[src/rtl/sq_pkg.sv]
package sq_pkg;
    typedef enum logic [1:0] {
        SLOT_FREE = 2'd0,
        SLOT_WAIT = 2'd1,
        SLOT_SPEC = 2'd2,
        SLOT_DONE = 2'd3
    } slot_state_e;
endpackage

[src/rtl/sq_slot.sv]
module sq_slot
    import sq_pkg::*;
#(
    parameter int AW  = 12,
    parameter int LBW = 2
) (
    input  logic              clk,
    input  logic              rst_n,
    input  logic              alloc_i,
    input  logic              fill_i,
    input  logic [AW-1:0]     fill_addr_i,
    input  logic [7:0]        fill_data_i,
    input  logic              retire_i,
    input  logic              flush_i,
    input  logic              drain_i,
    input  logic              mark_i,
    input  logic              gnt_i,
    input  logic [AW-LBW-1:0] gnt_line_i,
    output slot_state_e       state_o,
    output logic [AW-1:0]     addr_o,
    output logic [7:0]        data_o,
    output logic              asked_o,
    output logic              owned_o
);
    slot_state_e state_q, state_d;
    logic [AW-1:0] addr_q;
    logic [7:0]    data_q;
    logic          asked_q, owned_q;
    logic          filled;

    assign filled = (state_q == SLOT_SPEC) || (state_q == SLOT_DONE);

    always_comb begin
        state_d = state_q;
        unique case (state_q)
            SLOT_FREE: if (alloc_i) state_d = SLOT_WAIT;
            SLOT_WAIT: begin
                if (flush_i)     state_d = SLOT_FREE;
                else if (fill_i) state_d = SLOT_SPEC;
            end
            SLOT_SPEC: begin
                if (retire_i)     state_d = SLOT_DONE;
                else if (flush_i) state_d = SLOT_FREE;
            end
            SLOT_DONE: if (drain_i) state_d = SLOT_FREE;
            default:   state_d = SLOT_FREE;
        endcase
    end

    always_ff @(posedge clk or negedge rst_n) begin
        if (!rst_n) state_q <= SLOT_FREE;
        else        state_q <= state_d;
    end

    always_ff @(posedge clk or negedge rst_n) begin
        if (!rst_n) begin
            addr_q  <= '0;
            data_q  <= '0;
            asked_q <= 1'b0;
            owned_q <= 1'b0;
        end else begin
            if (state_q == SLOT_WAIT && fill_i && !flush_i) begin
                addr_q <= fill_addr_i;
                data_q <= fill_data_i;
            end
            if (state_q == SLOT_FREE && alloc_i) begin
                asked_q <= 1'b0;
                owned_q <= 1'b0;
            end else begin
                if (mark_i) asked_q <= 1'b1;
                if (gnt_i && filled && addr_q[AW-1:LBW] == gnt_line_i) owned_q <= 1'b1;
            end
        end
    end

    assign state_o = state_q;
    assign addr_o  = addr_q;
    assign data_o  = data_q;
    assign asked_o = asked_q;
    assign owned_o = owned_q;

    // A retired slot is untouched by a flush unless it drains.
    assert_flush_keeps_retired_R8: assert property (@(posedge clk) disable iff (!rst_n)
        (state_q == SLOT_DONE && flush_i && !drain_i) |=> state_q == SLOT_DONE);

    // Execute only targets a slot waiting for its data.
    assert_fill_allocated_R2: assert property (@(posedge clk) disable iff (!rst_n)
        fill_i |-> state_q == SLOT_WAIT);
endmodule

[src/rtl/sq_rfo_pick.sv]
module sq_rfo_pick
    import sq_pkg::*;
#(
    parameter int DEPTH = 8,
    parameter int AW    = 12,
    parameter int LBW   = 2,
    localparam int PW   = $clog2(DEPTH),
    localparam int LW   = AW - LBW
) (
    input  slot_state_e      st_i    [DEPTH],
    input  logic [AW-1:0]    addr_i  [DEPTH],
    input  logic [DEPTH-1:0] asked_i,
    input  logic [DEPTH-1:0] owned_i,
    input  logic [PW-1:0]    head_i,
    output logic             req_valid_o,
    output logic [LW-1:0]    req_line_o,
    output logic [DEPTH-1:0] mark_o
);
    logic found;

    always_comb begin
        found      = 1'b0;
        req_line_o = '0;
        for (int k = 0; k < DEPTH; k++) begin
            if (!found
                && (st_i[head_i + PW'(k)] == SLOT_SPEC || st_i[head_i + PW'(k)] == SLOT_DONE)
                && !asked_i[head_i + PW'(k)] && !owned_i[head_i + PW'(k)]) begin
                found      = 1'b1;
                req_line_o = addr_i[head_i + PW'(k)][AW-1:LBW];
            end
        end
        req_valid_o = found;
        for (int i = 0; i < DEPTH; i++) begin
            mark_o[i] = found && !owned_i[i]
                && (st_i[i] == SLOT_SPEC || st_i[i] == SLOT_DONE)
                && addr_i[i][AW-1:LBW] == req_line_o;
        end
    end
endmodule

[src/rtl/sq_commit.sv]
module sq_commit
    import sq_pkg::*;
#(
    parameter int DEPTH      = 8,
    parameter int AW         = 12,
    parameter int LINE_BYTES = 4,
    localparam int PW        = $clog2(DEPTH),
    localparam int LBW       = $clog2(LINE_BYTES),
    localparam int LW        = AW - LBW
) (
    input  slot_state_e             st_i    [DEPTH],
    input  logic [AW-1:0]           addr_i  [DEPTH],
    input  logic [7:0]              data_i  [DEPTH],
    input  logic [DEPTH-1:0]        owned_i,
    input  logic [PW-1:0]           head_i,
    input  logic [PW:0]             used_i,
    output logic                    valid_o,
    output logic [LW-1:0]           line_o,
    output logic [LINE_BYTES-1:0]   be_o,
    output logic [8*LINE_BYTES-1:0] data_o,
    output logic [PW:0]             take_o,
    output logic [DEPTH-1:0]        drain_o
);
    logic          run;
    logic [PW-1:0] idx;

    always_comb begin
        run     = 1'b1;
        idx     = head_i;
        take_o  = '0;
        be_o    = '0;
        data_o  = '0;
        drain_o = '0;
        line_o  = addr_i[head_i][AW-1:LBW];
        for (int k = 0; k < DEPTH; k++) begin
            idx = head_i + PW'(k);
            if (run && (PW+1)'(k) < used_i && st_i[idx] == SLOT_DONE && owned_i[idx]
                && addr_i[idx][AW-1:LBW] == line_o) begin
                take_o       = take_o + 1'b1;
                drain_o[idx] = 1'b1;
                be_o[addr_i[idx][LBW-1:0]] = 1'b1;
                data_o[8*int'(addr_i[idx][LBW-1:0]) +: 8] = data_i[idx];
            end else begin
                run = 1'b0;
            end
        end
        valid_o = (take_o != '0);
    end
endmodule

[src/rtl/sq_fwd.sv]
module sq_fwd
    import sq_pkg::*;
#(
    parameter int DEPTH = 8,
    parameter int AW    = 12,
    parameter int LBW   = 2,
    localparam int PW   = $clog2(DEPTH)
) (
    input  slot_state_e   st_i   [DEPTH],
    input  logic [AW-1:0] addr_i [DEPTH],
    input  logic [7:0]    data_i [DEPTH],
    input  logic [PW:0]   head_i,
    input  logic [AW-1:0] ld_addr_i,
    input  logic          ld_wide_i,
    input  logic [PW:0]   ld_tail_i,
    output logic          hit_o,
    output logic          wait_o,
    output logic [7:0]    data_o
);
    logic [PW:0]   older;
    logic [PW-1:0] idx;
    logic          match, pend;
    logic [7:0]    val;

    always_comb begin
        older = ld_tail_i - head_i;
        idx   = head_i[PW-1:0];
        match = 1'b0;
        pend  = 1'b0;
        val   = '0;
        for (int k = 0; k < DEPTH; k++) begin
            idx = head_i[PW-1:0] + PW'(k);
            if ((PW+1)'(k) < older) begin
                if (st_i[idx] == SLOT_WAIT) begin
                    pend = 1'b1;
                end else if (st_i[idx] == SLOT_SPEC || st_i[idx] == SLOT_DONE) begin
                    if (ld_wide_i) begin
                        if (addr_i[idx][AW-1:LBW] == ld_addr_i[AW-1:LBW]) pend = 1'b1;
                    end else if (addr_i[idx] == ld_addr_i) begin
                        match = 1'b1;
                        val   = data_i[idx];
                    end
                end
            end
        end
        wait_o = pend;
        hit_o  = match && !pend;
        data_o = hit_o ? val : 8'h00;
    end
endmodule

[src/rtl/store_queue.sv]
module store_queue
    import sq_pkg::*;
#(
    parameter int DEPTH      = 8,
    parameter int AW         = 12,
    parameter int LINE_BYTES = 4,
    localparam int PW        = $clog2(DEPTH),
    localparam int LBW       = $clog2(LINE_BYTES),
    localparam int LW        = AW - LBW
) (
    input  logic                    clk,
    input  logic                    rst_n,
    input  logic                    alloc_i,
    output logic [PW:0]             alloc_ptr_o,
    output logic                    full_o,
    output logic                    drained_o,
    input  logic                    exec_i,
    input  logic [PW-1:0]           exec_idx_i,
    input  logic [AW-1:0]           exec_addr_i,
    input  logic [7:0]              exec_data_i,
    input  logic                    retire_i,
    input  logic                    flush_i,
    output logic                    rfo_valid_o,
    output logic [LW-1:0]           rfo_line_o,
    input  logic                    gnt_i,
    input  logic [LW-1:0]           gnt_line_i,
    output logic                    commit_valid_o,
    output logic [LW-1:0]           commit_line_o,
    output logic [LINE_BYTES-1:0]   commit_be_o,
    output logic [8*LINE_BYTES-1:0] commit_data_o,
    input  logic [AW-1:0]           ld_addr_i,
    input  logic                    ld_wide_i,
    input  logic [PW:0]             ld_tail_i,
    output logic                    ld_hit_o,
    output logic                    ld_wait_o,
    output logic [7:0]              ld_data_o
);
    logic [PW:0] head_q, tail_q, ret_q, used, take, ret_next;
    logic        alloc_fire;

    slot_state_e      st     [DEPTH];
    logic [AW-1:0]    s_addr [DEPTH];
    logic [7:0]       s_data [DEPTH];
    logic [DEPTH-1:0] s_asked, s_owned, s_mark, s_drain;

    assign used        = tail_q - head_q;
    assign full_o      = (used == (PW+1)'(DEPTH));
    assign drained_o   = (used == '0);
    assign alloc_ptr_o = tail_q;
    assign alloc_fire  = alloc_i && !full_o && !flush_i;
    assign ret_next    = ret_q + (PW+1)'(retire_i);

    always_ff @(posedge clk or negedge rst_n) begin
        if (!rst_n) begin
            head_q <= '0;
            tail_q <= '0;
            ret_q  <= '0;
        end else begin
            head_q <= head_q + take;
            ret_q  <= ret_next;
            if (flush_i) tail_q <= ret_next;
            else         tail_q <= tail_q + (PW+1)'(alloc_fire);
        end
    end

    for (genvar g = 0; g < DEPTH; g++) begin : g_slot
        sq_slot #(.AW(AW), .LBW(LBW)) u_slot (
            .clk        (clk),
            .rst_n      (rst_n),
            .alloc_i    (alloc_fire && tail_q[PW-1:0] == PW'(g)),
            .fill_i     (exec_i && exec_idx_i == PW'(g)),
            .fill_addr_i(exec_addr_i),
            .fill_data_i(exec_data_i),
            .retire_i   (retire_i && ret_q[PW-1:0] == PW'(g)),
            .flush_i    (flush_i),
            .drain_i    (s_drain[g]),
            .mark_i     (s_mark[g]),
            .gnt_i      (gnt_i),
            .gnt_line_i (gnt_line_i),
            .state_o    (st[g]),
            .addr_o     (s_addr[g]),
            .data_o     (s_data[g]),
            .asked_o    (s_asked[g]),
            .owned_o    (s_owned[g])
        );
    end

    sq_rfo_pick #(.DEPTH(DEPTH), .AW(AW), .LBW(LBW)) u_pick (
        .st_i       (st),
        .addr_i     (s_addr),
        .asked_i    (s_asked),
        .owned_i    (s_owned),
        .head_i     (head_q[PW-1:0]),
        .req_valid_o(rfo_valid_o),
        .req_line_o (rfo_line_o),
        .mark_o     (s_mark)
    );

    sq_commit #(.DEPTH(DEPTH), .AW(AW), .LINE_BYTES(LINE_BYTES)) u_commit (
        .st_i   (st),
        .addr_i (s_addr),
        .data_i (s_data),
        .owned_i(s_owned),
        .head_i (head_q[PW-1:0]),
        .used_i (used),
        .valid_o(commit_valid_o),
        .line_o (commit_line_o),
        .be_o   (commit_be_o),
        .data_o (commit_data_o),
        .take_o (take),
        .drain_o(s_drain)
    );

    sq_fwd #(.DEPTH(DEPTH), .AW(AW), .LBW(LBW)) u_fwd (
        .st_i     (st),
        .addr_i   (s_addr),
        .data_i   (s_data),
        .head_i   (head_q),
        .ld_addr_i(ld_addr_i),
        .ld_wide_i(ld_wide_i),
        .ld_tail_i(ld_tail_i),
        .hit_o    (ld_hit_o),
        .wait_o   (ld_wait_o),
        .data_o   (ld_data_o)
    );

    // Slots are only freed at the head, so a non-empty queue has a live head slot.
    assert_head_not_free_R1: assert property (@(posedge clk) disable iff (!rst_n)
        !drained_o |-> st[head_q[PW-1:0]] != SLOT_FREE);

    assert_commit_retired_R2: assert property (@(posedge clk) disable iff (!rst_n)
        commit_valid_o |-> st[head_q[PW-1:0]] == SLOT_DONE);

    assert_commit_owned_R3: assert property (@(posedge clk) disable iff (!rst_n)
        commit_valid_o |-> s_owned[head_q[PW-1:0]]);

    // Input rule: retirement follows execution, in order.
    assert_retire_executed_R2: assert property (@(posedge clk) disable iff (!rst_n)
        retire_i |-> st[ret_q[PW-1:0]] == SLOT_SPEC);

    assert_no_overflow_R9: assert property (@(posedge clk) disable iff (!rst_n)
        used <= (PW+1)'(DEPTH));
endmodule

[config.mk]
export PLATFORM = sky130hd
export DESIGN_NAME = store_queue
export DESIGN_NICKNAME = d
export VERILOG_FILES = /design/src/rtl/sq_pkg.sv /design/src/rtl/sq_slot.sv /design/src/rtl/sq_rfo_pick.sv /design/src/rtl/sq_commit.sv /design/src/rtl/sq_fwd.sv /design/src/rtl/store_queue.sv
export SDC_FILE = /design/constraint.sdc
export NUM_CORES = 1
export LEC_CHECK = 0
export ABC_AREA = 1
export BUFFER_PORTS_ARGS = -buffer_cell sky130_fd_sc_hd__buf_4
export CORE_UTILIZATION = 30
export CTS_CLUSTER_DIAMETER = 50
export DETAILED_ROUTE_END_ITERATION = 12
export PLACE_DENSITY = 0.43
export SLEW_MARGIN = 10
export SYNTH_ARGS = -nofsm -noshare
export SYNTH_HDL_FRONTEND = slang
export SYNTH_SLANG_ARGS = --single-unit
[constraint.sdc]
create_clock -name clk -period 9.3 [get_ports clk]
set_clock_uncertainty 0.2 [all_clocks]
set_input_delay 0.93 -clock clk [delete_from_list [all_inputs] [get_ports clk]]
set_output_delay 0.93 -clock clk [all_outputs]
set_load 0.01 [all_outputs]
After elaboration in Yosys (flattened, before gate mapping)
Index checks and enable logic that the tools add are counted.

Input bits: 57. Register bits: 204.

Bitwise gates (word level): 23. Magnitude comparators: 56. Add/subtract/negate cells: 27. Mux-type cells: 401. Shifts and indexed selects: 16. Eq/ne operators: 141. Reduce and logical (&&, ||, !) cells: 247.

Operator list (count): $mux W8 (65); $eq A10 B10 Y1 (31); $bmux W12 S3 (8); $neg A5 Y33 (8); $shift A8 B33 Y32 const A (8); $shiftx A8 B33 Y32 (8); $mux W32 (8); $bwmux W32 (7); $bmux W8 S3 (8); $mux W12 (16); $logic_and A1 B1 Y1 (160); $mux W1 (160); $mux W2 (57); $eq A12 B12 Y1 (8); $mux W10 (8); $eq A2 B2 Y1 const B (32); $mux W4 (16); $pmux W2 S4 (8); $or A8 B8 Y8 (7); $bmux W1 S3 (16); $bmux W2 S3 (8); $ne A3 B2 Y1 const B (16); $eq A3 B3 Y1 const B (12); $logic_not A1 Y1 (34); 33 further kinds (202).

Depth between registers and ports, before layout
Depth after elaboration: 49. Gate-level depth with buffers: 57. Depth with buffers taken out: 48.

Hierarchy
Synthesis repeated with hierarchy kept, for this count alone.

Cell total of the unflattened synthesis: 7667. Area, all modules: 40557.6 sq um.

By module, submodules not included: sq_commit (cells an instance 3144, area an instance 14589.0 sq um, times used 1); sq_slot (cells an instance 128, area an instance 1177.4 sq um, times used 8); sq_fwd (cells an instance 1975, area an instance 9256.4 sq um, times used 1); sq_rfo_pick (cells an instance 1387, area an instance 6313.6 sq um, times used 1); store_queue (cells an instance 137, area an instance 979.7 sq um, times used 1).

Worst setup path before layout
OpenSTA, ideal clock, no wires.

Path type: reg2out. Start: register head_q[0]. End: output commit_valid_o. Cell stages (with the launch flop): 48. Buffers on the path: 11. Slack: 0.414 ns. Arrival time: 7.756 ns. Cell sequence: dfrtp_1 -> buf_6 -> inv_4 -> buf_4 -> buf_6 -> buf_2 -> buf_2 -> buf_1 -> buf_1 -> ha_1 -> buf_2 -> inv_2 -> clkbuf_1 -> nand3_1 -> nand2_1 -> inv_1 -> o21ai_0 -> xor2_1 -> (+12 left out) -> inv_1 -> ha_1 -> inv_1 -> nand2_1 -> nand2_1 -> inv_1 -> ha_1 -> o21ai_1 -> inv_1 -> ha_1 -> o21ai_1 -> inv_1 -> ha_1 -> o21ai_1 -> inv_1 -> ha_1 -> o21ai_0 -> nand3_1.

Cells in the longest elaborated chain, start to end: 44.

Ends and longest elaborated chain: from (decl) (line store_queue.sv:38) `logic [PW:0] head_q, tail_q, ret_q, used, take, ret_next;`; from (signal assigned) (line store_queue.sv:59) `head_q <= head_q + take;`; parallel branches: the longest is 42 deep, another holds $sub A4 B4 Y4; $mux W4 (*) (line sq_commit.sv:37) `if (run && (PW+1)'(k) < used_i && st_i[idx] == SLOT_DONE && owned_i[idx]`; $reduce_bool A4 Y1 (*) (line sq_commit.sv:47) `valid_o = (take_o != '0);`; to (decl) (line store_queue.sv:27) `output logic commit_valid_o,`.

Every way passes the cells marked *. The select of a mux whose other input is x is not followed.

Worst setup path after layout
Start: register head_q[2]. End: output commit_valid_o.

Same word-level chain as after synthesis.

==> impl_metrics.py <==
metrics = {
    "outcome": {
        "status": "finished, final reports clean",
    },
    "timing": {
        "final.min_clock_period_ps": 8750,
        "fin_crit_sh": 0.940,
        "maxSlewHeadroom": 0.283,
        "tightest_slew_ps": 1060,
        "fmax_mhz": 114,
        "slew_violations": 0,
        "rsz0062_at_grt": "no",
        "setup_violations": 0,
        "setup_tns_ps": 0,
        "hold_viol_final": 0,
    },
    "detailed_routing": {
        "dr_total_vias": 35427,
        "drc": 0,
        "vias_per_cell": 5.51,
        "ant_nets": 0,
        "first_pass_iters": 9,
        "wl_per_cell_microns": 24.1,
        "drt_iter0_drc": 4565,
        "wl_microns": 155000,
    },
    "grt": {
        "grt_max_degree": 196,
        "grt_pass1_wl_microns": 222000,
        "grt_remaining_overflow": 0,
        "grt_pass1_vias": 31317,
        "grtUsageTotal": 0.304,
        "grt_antenna_before_repair": 2,
    },
    "worst_setup_path": {
        "cp_slowest_cell": "dfrtp_2",
        "reg2reg_slack_ps": 1110,
        "cp_slowest_stage_delay_ps": 780,
        "end_kind": "output port",
        "cp_max_fo": 28,
        "required_ps": 8170,
        "crit_top_cell": "nand2_1",
        "crit_path_start_kind": "register",
        "cp.arrival_ps": 7620,
        "critPathKind": "register to output port",
    },
    "final_layout": {
        "area_growth_syn_to_layout_pct": 11.2,
        "layout_commonest_cell": "nand2_1",
        "final_cell_mix": "nand2_1 (1,713), nand3_1 (635), inv_1 (522)",
        "fin_nets": 5283,
        "final_cells": 6424,
        "drive_gt1_frac": 0.0807,
    },
    "die": {
        "dieWidth_microns": 314,
        "ios": 131,
        "die_y_microns": 314,
        "rows": 113,
        "die_area_sq_um": 98400,
        "initial_utilization": 0.305,
        "core_sq_um": 95600,
    },
    "clock_tree": {
        "clk_pin_slew_ps": 60,
        "clk_latency_ps": 600,
        "postCtsHoldBufs": 0,
        "cts_root_buf": "clkbuf_16",
        "clock-sinks": 204,
        "numCtsBuffers": 31,
        "cts_tree": "yes",
        "cts.path.max_buffers": 3,
        "h-tree-depth": 1,
    },
    "placement": {
        "dp.cells": 6362,
        "hpwl_microns": 124000,
        "port_buffers": 130,
        "gp_congestion": 1.06,
    },
    "yosys": {
        "synth.area.mux_share": 0.0240,
        "synth_compound_area_frac": 0.151,
        "seq_area_frac_synth": 0.175,
        "synth-main-ff-cell": "dfrtp_1",
        "ys_ff_latch": 204,
        "synth_nets": 5266,
        "synthCells": 5117,
        "syn_area_sq_um": 29200,
        "synth_top_family_by_area": "simple AND/OR/NAND/NOR gates",
        "syn_area_per_cell_sq_um": 5.70,
        "synth-xor-area-share": 0.0397,
        "yosys_warnings": 0,
        "synth_adder_area_share": 0.0403,
        "synthArstFlopShare": 1.00,
        "synth-edff-count": 0,
        "synth-simple-area-share": 0.457,
        "synth.distinct_cells": 70,
    },
    "min_path": {
        "hold_path_class": "primary input to asynchronous set/reset pin",
    },
    "job": {
        "maxCapViolations": 0,
    },
}
[layout make-up]
cell class | count | area, sq um
Fill cell | 11007 | 63100
Multi-Input combinational cell | 4118 | 20800
Sequential cell | 204 | 5110
Inverter | 554 | 2090
Timing Repair Buffer | 225 | 1800
Tap cell | 1265 | 1580
Clock buffer | 38 | 832
Clock inverter | 19 | 204
Antenna cell | 1 | 2.50
[stage by stage]
stage	cell area [sq um]	setup slack, ps	hold slack (ps)	utilization
finish	32400	554	191	0.339
global route	32400	42.3	241	0.339
CTS	32300	72.8	196	0.338
detailed placement	31300	735	262	0.327
global placement	31300	756	259	0.327
floorplan	29200	414	244	-
[cell usage after synthesis (all sizes together), types with 2 or more instances]
master / n / area share
nand4: 115 / 0.025
o2111ai: 9 / 0.0027
buf: 128 / 0.027
inv: 541 / 0.070
a21boi: 6 / 0.0017
nand2: 1741 / 0.23
nor2: 332 / 0.047
clkinv: 13 / 0.0018
o211ai: 19 / 0.0049
a211oi: 5 / 0.0013
fa: 3 / 0.0021
xnor2: 29 / 0.0090
a41oi: 2 / 0.00060
o21a: 33 / 0.0085
and3: 7 / 0.0015
nand3: 651 / 0.12
xor2: 100 / 0.031
o22ai: 13 / 0.0028
a221oi: 8 / 0.0024
dfrtp: 204 / 0.18
a31oi: 16 / 0.0034
nor3: 94 / 0.018
clkbuf: 113 / 0.015
or3: 3 / 0.00064
o21ai: 531 / 0.093
ha: 89 / 0.038
o31ai: 14 / 0.0036
o21bai: 11 / 0.0028
a2111oi: 7 / 0.0027
or2: 21 / 0.0045
and2: 11 / 0.0024
a21o: 8 / 0.0021
mux2i: 70 / 0.024
a21oi: 102 / 0.018
nand3b: 14 / 0.0036
nor4: 46 / 0.011
[worst paths after layout]
check	from	to	cells after the start
worst min-delay path	rst_n	g_slot[7].u_slot.addr_o[4]	1
worst max register to register	head_q[2]	head_q[3]	47
max in group asynchronous	rst_n	head_q[0]	2
min in group clk	ret_q[3]	ret_q[3]	1
worst min register to register	ret_q[3]	ret_q[3]	1
worst max-delay path	head_q[2]	commit_valid_o	42
[flip-flops by register name, summed over array words and instances (netlist names)]
register               count
alloc_ptr_o                4
g_slot.u_slot.addr_o      96
g_slot.u_slot.asked_o      8
g_slot.u_slot.data_o      64
g_slot.u_slot.owned_o      8
g_slot.u_slot.state_o     16
head_q                     4
ret_q                      4
[timing repair]
| action | 4_1_cts | 5_1_grt |
|---|---|---|
| resized for setup | 0 | 13 |
| buffers inserted | 0 | 3 |
| setup endpoints to repair | 0 | 2 |
[per-layer routing]
metal,global-route usage,part of all wire
met1,0.474,0.49
met3,0.0486,0.091
met2,0.423,0.40
met4,0.0751,0.028
met5,0,0
[worst max-delay path, delay by kind of cell (launching register included)]
kind | cells | cell delay [ps]
fa+ha+maj | 7 | 2050
buf+inv | 14 | 1370
compound gates | 4 | 680
xor+xnor | 1 | 450
simple gates | 16 | 1670
flops | 1 | 780
[kinds of logic (layout without fill, tap and decap cells)]
| family | count (synthesis) | count (layout) |
|---|---|---|
| xor+xnor | 129 | 129 |
| other cells | 0 | 1 |
| compound gates | 789 | 789 |
| fa+ha+maj | 92 | 92 |
| flops | 204 | 204 |
| mux | 70 | 70 |
| buf+inv | 795 | 836 |
| simple gates | 3038 | 3038 |
Power is left out: the tool's default activity adds up to more than one toggle a clock period on the data nets, which glitch-free logic cannot reach.
